$ cat config.mk
export PLATFORM = sky130hd
export DESIGN_NAME = nvm_prot_guard
export DESIGN_NICKNAME = d
export VERILOG_FILES = /design/src/rtl/nvm_prot_pkg.sv /design/src/rtl/nvm_prot_regs.sv /design/src/rtl/nvm_prot_check.sv /design/src/rtl/nvm_prot_guard.sv
export SDC_FILE = /design/constraint.sdc
export NUM_CORES = 1
export LEC_CHECK = 0
export ABC_CLOCK_PERIOD_IN_PS = 6300
export BUFFER_PORTS_ARGS = -buffer_cell sky130_fd_sc_hd__buf_2
export CAP_MARGIN = 25
export CORE_UTILIZATION = 30
export DETAILED_ROUTE_END_ITERATION = 8
export HOLD_SLACK_MARGIN = 0.05
export PLACE_DENSITY = 0.63
export SLEW_MARGIN = 15
export SYNTH_ARGS = -nofsm -noshare
export SYNTH_HDL_FRONTEND = slang
export SYNTH_HIERARCHICAL = 1
export SYNTH_SLANG_ARGS = --single-unit
$ cat constraint.sdc
create_clock -name clk -period 6.3 [get_ports clk]
set_input_delay 0.63 -clock clk [delete_from_list [all_inputs] [get_ports clk]]
set_output_delay 0.63 -clock clk [all_outputs]
set_load 0.02 [all_outputs]
$ cat src/rtl/nvm_prot_pkg.sv
package nvm_prot_pkg;

  typedef struct packed {
    logic       open;
    logic       hi_dis;
    logic [1:0] hi_sz;
    logic       lo_dis;
    logic       rsvd;
    logic [1:0] lo_sz;
  } fcfg_t;

  typedef struct packed {
    logic       en;
    logic [3:0] rsvd;
    logic [2:0] sz;
  } ecfg_t;

  typedef enum logic [1:0] {
    K_PROG = 2'd0,
    K_SECT = 2'd1,
    K_BLK  = 2'd2,
    K_BLKX = 2'd3
  } kind_t;

  localparam fcfg_t FCFG_RST = '{open: 1'b1, hi_dis: 1'b1, hi_sz: 2'd0,
                                 lo_dis: 1'b1, rsvd: 1'b0, lo_sz: 2'd0};
  localparam ecfg_t ECFG_RST = '{en: 1'b1, rsvd: 4'd0, sz: 3'd0};

  // Grow-only merge of a flash setting write, field by field
  function automatic fcfg_t merge_flash(input fcfg_t cur, input fcfg_t wr);
    fcfg_t r;
    r        = cur;
    r.rsvd   = 1'b0;
    r.open   = cur.open & wr.open;
    r.hi_dis = cur.hi_dis & wr.hi_dis;
    r.lo_dis = cur.lo_dis & wr.lo_dis;
    if (cur.hi_dis || (wr.hi_sz > cur.hi_sz)) r.hi_sz = wr.hi_sz;
    if (cur.lo_dis || (wr.lo_sz > cur.lo_sz)) r.lo_sz = wr.lo_sz;
    return r;
  endfunction

  // Grow-only merge of an EEPROM setting write
  function automatic ecfg_t merge_ee(input ecfg_t cur, input ecfg_t wr);
    ecfg_t r;
    r      = cur;
    r.rsvd = 4'd0;
    r.en   = cur.en & wr.en;
    if (wr.sz > cur.sz) r.sz = wr.sz;
    return r;
  endfunction

endpackage

$ cat src/rtl/nvm_prot_regs.sv
module nvm_prot_regs
  import nvm_prot_pkg::*;
(
  input  logic       clk,
  input  logic       rst_n,
  input  logic       cfg_we,
  input  logic       cfg_sel,
  input  logic [7:0] cfg_wdata,
  output fcfg_t      fcfg,
  output ecfg_t      ecfg
);

  logic f_wr_fire;
  logic e_wr_fire;

  assign f_wr_fire = cfg_we && !cfg_sel;
  assign e_wr_fire = cfg_we &&  cfg_sel;

  always_ff @(posedge clk) begin
    if (!rst_n) begin
      fcfg <= FCFG_RST;
      ecfg <= ECFG_RST;
    end else begin
      if (f_wr_fire) fcfg <= merge_flash(fcfg, fcfg_t'(cfg_wdata));
      if (e_wr_fire) ecfg <= merge_ee(ecfg, ecfg_t'(cfg_wdata));
    end
  end

  AST_OPEN_STICKY: assert property (@(posedge clk) disable iff (!rst_n)
    !fcfg.open |=> !fcfg.open);
  AST_HI_EN_STICKY: assert property (@(posedge clk) disable iff (!rst_n)
    !fcfg.hi_dis |=> !fcfg.hi_dis);
  AST_HI_SZ_GROWS: assert property (@(posedge clk) disable iff (!rst_n)
    !fcfg.hi_dis |=> fcfg.hi_sz >= $past(fcfg.hi_sz));
  AST_LO_SZ_GROWS: assert property (@(posedge clk) disable iff (!rst_n)
    !fcfg.lo_dis |=> fcfg.lo_sz >= $past(fcfg.lo_sz));
  AST_EE_LOCK_STICKY: assert property (@(posedge clk) disable iff (!rst_n)
    !ecfg.en |=> !ecfg.en);
  AST_EE_SZ_GROWS: assert property (@(posedge clk) disable iff (!rst_n)
    ecfg.sz >= $past(ecfg.sz));
  AST_HOLD_WITHOUT_WRITE: assert property (@(posedge clk) disable iff (!rst_n)
    !cfg_we |=> ($stable(fcfg) && $stable(ecfg)));

endmodule

$ cat src/rtl/nvm_prot_check.sv
module nvm_prot_check
  import nvm_prot_pkg::*;
#(
  parameter int AW         = 16,
  parameter int EE_AW      = 8,
  parameter int LOW_ANCHOR = 'h8000,
  parameter int HI_UNIT    = 2048,
  parameter int LO_UNIT    = 1024,
  parameter int EE_UNIT    = 32,
  parameter int FSEC_LG    = 9,
  parameter int ESEC_LG    = 1
) (
  input  logic          f_open,
  input  logic          f_hi_dis,
  input  logic [1:0]    f_hi_sz,
  input  logic          f_lo_dis,
  input  logic [1:0]    f_lo_sz,
  input  logic          e_en,
  input  logic [2:0]    e_sz,
  input  logic          req_ee,
  input  kind_t         req_kind,
  input  logic [AW-1:0] req_addr,
  output logic          flash_hit,
  output logic          ee_hit,
  output logic          hit
);

  localparam int W = AW + 2;
  typedef logic [W-1:0] wa_t;

  localparam wa_t ONE    = wa_t'(1);
  localparam wa_t F_LAST = (ONE << AW) - ONE;
  localparam wa_t E_LAST = (ONE << EE_AW) - ONE;

  function automatic wa_t span_first(input wa_t a, input int lg, input kind_t k);
    case (k)
      K_PROG:  return a;
      K_SECT:  return (a >> lg) << lg;
      default: return '0;
    endcase
  endfunction

  function automatic wa_t span_last(input wa_t a, input int lg, input wa_t last,
                                    input kind_t k);
    case (k)
      K_PROG:  return a;
      K_SECT:  return span_first(a, lg, k) + ((ONE << lg) - ONE);
      default: return last;
    endcase
  endfunction

  function automatic logic overlaps(input wa_t a0, input wa_t a1,
                                    input wa_t b0, input wa_t b1);
    return (a0 <= b1) && (a1 >= b0);
  endfunction

  wa_t fa, ea;
  wa_t f_first, f_last, e_first, e_last;
  wa_t hi_base, lo_end, ee_base;
  logic hi_hit, lo_hit;

  always_comb begin
    fa      = wa_t'(req_addr);
    ea      = wa_t'(req_addr[EE_AW-1:0]);
    f_first = span_first(fa, FSEC_LG, req_kind);
    f_last  = span_last(fa, FSEC_LG, F_LAST, req_kind);
    e_first = span_first(ea, ESEC_LG, req_kind);
    e_last  = span_last(ea, ESEC_LG, E_LAST, req_kind);
    hi_base = (ONE << AW) - (wa_t'(HI_UNIT) << f_hi_sz);
    lo_end  = wa_t'(LOW_ANCHOR) + (wa_t'(LO_UNIT) << f_lo_sz) - ONE;
    ee_base = (ONE << EE_AW) - wa_t'(EE_UNIT) * (wa_t'(e_sz) + ONE);
  end

  assign hi_hit    = !f_hi_dis && overlaps(f_first, f_last, hi_base, F_LAST);
  assign lo_hit    = !f_lo_dis && overlaps(f_first, f_last, wa_t'(LOW_ANCHOR), lo_end);
  assign flash_hit = !f_open || hi_hit || lo_hit;
  assign ee_hit    = !e_en && overlaps(e_first, e_last, ee_base, E_LAST);
  assign hit       = req_ee ? ee_hit : flash_hit;

endmodule

$ cat src/rtl/nvm_prot_guard.sv
module nvm_prot_guard
  import nvm_prot_pkg::*;
#(
  parameter int AW         = 16,
  parameter int EE_AW      = 8,
  parameter int LOW_ANCHOR = 'h8000,
  parameter int HI_UNIT    = 2048,
  parameter int LO_UNIT    = 1024,
  parameter int EE_UNIT    = 32,
  parameter int FSEC_LG    = 9,
  parameter int ESEC_LG    = 1
) (
  input  logic          clk,
  input  logic          rst_n,
  input  logic          cfg_we,
  input  logic          cfg_sel,
  input  logic [7:0]    cfg_wdata,
  output logic [7:0]    flash_cfg,
  output logic [7:0]    ee_cfg,
  input  logic          req_valid,
  input  logic          req_ee,
  input  logic [1:0]    req_kind,
  input  logic [AW-1:0] req_addr,
  input  logic          viol_clr,
  output logic          req_ok,
  output logic          req_blocked,
  output logic          viol_flag
);

  fcfg_t fcfg;
  ecfg_t ecfg;
  logic  flash_hit, ee_hit, req_hit;

  nvm_prot_regs u_regs (
    .clk       (clk),
    .rst_n     (rst_n),
    .cfg_we    (cfg_we),
    .cfg_sel   (cfg_sel),
    .cfg_wdata (cfg_wdata),
    .fcfg      (fcfg),
    .ecfg      (ecfg)
  );

  nvm_prot_check #(
    .AW(AW), .EE_AW(EE_AW), .LOW_ANCHOR(LOW_ANCHOR), .HI_UNIT(HI_UNIT),
    .LO_UNIT(LO_UNIT), .EE_UNIT(EE_UNIT), .FSEC_LG(FSEC_LG), .ESEC_LG(ESEC_LG)
  ) u_check (
    .f_open    (fcfg.open),
    .f_hi_dis  (fcfg.hi_dis),
    .f_hi_sz   (fcfg.hi_sz),
    .f_lo_dis  (fcfg.lo_dis),
    .f_lo_sz   (fcfg.lo_sz),
    .e_en      (ecfg.en),
    .e_sz      (ecfg.sz),
    .req_ee    (req_ee),
    .req_kind  (kind_t'(req_kind)),
    .req_addr  (req_addr),
    .flash_hit (flash_hit),
    .ee_hit    (ee_hit),
    .hit       (req_hit)
  );

  assign flash_cfg = fcfg;
  assign ee_cfg    = ecfg;

  always_ff @(posedge clk) begin
    if (!rst_n) begin
      req_ok      <= 1'b0;
      req_blocked <= 1'b0;
      viol_flag   <= 1'b0;
    end else begin
      req_ok      <= req_valid && !req_hit;
      req_blocked <= req_valid &&  req_hit;
      if (req_valid && req_hit) viol_flag <= 1'b1;
      else if (viol_clr)        viol_flag <= 1'b0;
    end
  end

  AST_ONE_VERDICT: assert property (@(posedge clk) disable iff (!rst_n)
    !(req_ok && req_blocked));
  AST_VERDICT_FOLLOWS: assert property (@(posedge clk) disable iff (!rst_n)
    req_valid |=> (req_ok || req_blocked));
  AST_FLAG_ON_BLOCK: assert property (@(posedge clk) disable iff (!rst_n)
    req_blocked |-> viol_flag);
  AST_CLOSED_BLOCKS_FLASH: assert property (@(posedge clk) disable iff (!rst_n)
    (req_valid && !req_ee && !flash_cfg[7]) |=> req_blocked);

endmodule

==> impl_results.md <==
- Run status: completed
- Clock transition at path regs: 0.05 ns
- Post-layout min period: 2.28 ns
- Critical path's largest stage delay: 0.47 ns
- Syn Area/Cell: 8.04 sq um
- CP cell instances: ha_1, xor2_1, ha_1, o21a_1, o21bai_1, o41a_1, a41oi_2, nand2_1, a21boi_1
- Fin. Hold Viols: 0
- Clock root buffer: clkbuf_8
- DP Worst Slack: 3.79 ns
- Pwr Total: 246 uW
- Synthesized instance count: 162
- PostCTS Resize Cnt: 0
- Initial Util: 31.9%
- Hold Crit Class: flip-flop to flip-flop
- Flop2flop setup slack: 4.02 ns
- Total power per unit cell area: 154 mW/mm^2
- Clock share of power: 28.8%
- 1st-iter DRT viols: 31
- Post-DP HPWL: 2420 microns
- Post-DR vias/cell: 4.60
- Synthesized cell area: 0.00130 sq mm
- Full die area: 0.00461 sq mm
- Setup violators final: 0
- DR WL/cell: 11.1 microns
- Row cnt: 23
- Clock buffer count from CTS: 3
- # port buffers: 46
- DRT antenna net count: 0
- CTS Hold Bufs: 0
- Routed vias: 1177
- RSZ-0062 raised after global routing: no
- Tcrit/Tclk final: 36.1%
- Switching part of the total: 30.8%
- Most frequent cell on the critical path: ha_1
- Worst endpoint required time: 6.48 ns
- Max cap viols: 0
- H-tree depth: 1
- DR DRC count: 0
- CP Max Fanout: 7
- Vias in the first global route: 1087
- Pint: 170 uW
- Global route overflow: 0
- Max Fclk: 439 MHz
- Die width: 67.9 microns
- Leakage: 0.000799 uW
- I/O Pins: 52
- Initial antenna violation count: 0
- Setup crit end kind: flip-flop
- Area of the core: 0.00409 sq mm
- Die Y: 67.9 microns
- Setup Buffers After CTS: 0
- Final Skew: 0.00239 ns
- Worst Setup SP: u_regs/ecfg[0]$_SDFFE_PN0P_
- Worst setup endpoint: viol_flag$_SDFFE_PN0P_
- R2r startpoint: u_regs/ecfg[0]$_SDFFE_PN0P_
- Net switching power: 76.0 uW
- Kind of critical path: flip-flop to flip-flop
- Yosys warnings: 6
- Logic pwr share: 31.1%
- Later-pin clock latency in the skew report: 0.24 ns
- GRT Util Overall: 12.9%
- Highest ir drop seen on vdd: 0.0465 mV
- Detailed Routing Iterations Pass 1: 4
- Slack of the critical path: 4.02 ns
- Share of cells above drive strength 1: 32.0%
- Final Util: 39.0%
- Maximum buffer depth of the clock tree: 2
- Antenna cells: 0
- First-pass GRT wire length: 4570 microns
- Clock Sinks: 14
- Worst R2R End: viol_flag$_SDFFE_PN0P_
- CP max-delay cell: dfxtp_1
- FF-to-FF path depth: 9
- Global placement routability congestion: 0.746
- Layout Area Growth over Synthesis: 22.5%
- Flop pwr share: 40.1%
- Final max-slew violation count: 0
- CP startpoint kind: flip-flop
- Data arrival, critical path: 2.45 ns
- Pin count of the biggest net entering global routing: 20
- DRT Wirelength: 2840 microns
- Post-Route Setup TNS: 0 ns
- CTS tree: done
- Nets@finish: 262
- Fillers: 432
-- worst max-delay path, delay by kind of cell, from the launching register on --
kind	cells	cell delay, ns
xor+xnor	1	0.16
flops	1	0.47
fa+ha+maj	2	0.61
compound gates	5	0.90
simple gates	1	0.07
-- per-layer routing --
layer	track usage (%)	wire length, microns	vias to the layer above
li1	-	-	632
met1	17.1	1370	507
met2	21.5	1300	36
met3	1.67	156	2
met4	3.91	14	0
met5	0	0	-
-- stage by stage --
| step | instances | instance area [sq um] | hold WS [ns] |
|---|---|---|---|
| 3_3_place_gp | 253 | 1550 | 0.479 |
| 2_1_floorplan | 166 | 1320 | 0.541 |
| 6_report | 256 | 1600 | 0.477 |
| 4_1_cts | 256 | 1600 | 0.483 |
| 5_1_grt | 256 | 1600 | 0.506 |
| 3_5_place_dp | 253 | 1550 | 0.474 |
-- registers in the layout (all words and copies together) (netlist names) --
signal / count
req_ok: 1
req_blocked: 1
u_regs/ecfg: 4
viol_flag: 1
u_regs/fcfg: 7
-- power groups by stage --
stage	Clock, uW	Sequential (uW)	Combinational, uW
after detailed placement	0	101	77.0
after CTS	72.6	99.0	77.5
after global placement	0	101	75.7
after global routing	76.3	99.9	87.8
final	71.0	98.9	76.6
after floorplan	0	105	48.4
-- how the worst min path moves through the flow --
stage | startpoint | endpoint | slack, ns | depth (start not counted)
final | viol_flag$_SDFFE_PN0P_ | viol_flag$_SDFFE_PN0P_ | 0.48 | 2
after global routing | viol_flag$_SDFFE_PN0P_ | viol_flag$_SDFFE_PN0P_ | 0.51 | 2
after CTS | viol_flag$_SDFFE_PN0P_ | viol_flag$_SDFFE_PN0P_ | 0.48 | 2
after detailed placement | viol_flag$_SDFFE_PN0P_ | viol_flag$_SDFFE_PN0P_ | 0.47 | 2
after global placement | u_regs/fcfg[7]$_SDFFE_PN1P_ | u_regs/fcfg[7]$_SDFFE_PN1P_ | 0.48 | 2
after floorplan | viol_flag$_SDFFE_PN0P_ | viol_flag$_SDFFE_PN0P_ | 0.54 | 2
-- cell usage in the layout, fill, tap and decap left out, types with 3 or more instances in the layout --
cell type,instances
o21ai_0,7
conb_1,7
nand2b_1,5
nor4_1,3
nand3_1,4
buf_2,46
or2_2,8
dfxtp_1,14
mux2i_1,5
clkbuf_8,3
inv_1,15
ha_1,21
nand2_1,22
a21oi_1,3
nor2b_1,4
nor2_1,8
-- cell type report --
| class | count | area (sq um) | share of cell area, % |
|---|---|---|---|
| multi-input combinational | 127 | 921 | 57.7 |
| sequential | 14 | 280 | 17.6 |
| timing repair buffer | 46 | 230 | 14.4 |
| tap | 50 | 62.6 | 3.92 |
| inverter | 16 | 60.1 | 3.76 |
| clock buffer | 3 | 41.3 | 2.59 |
Note: power is estimated with default switching activity, not from simulation.
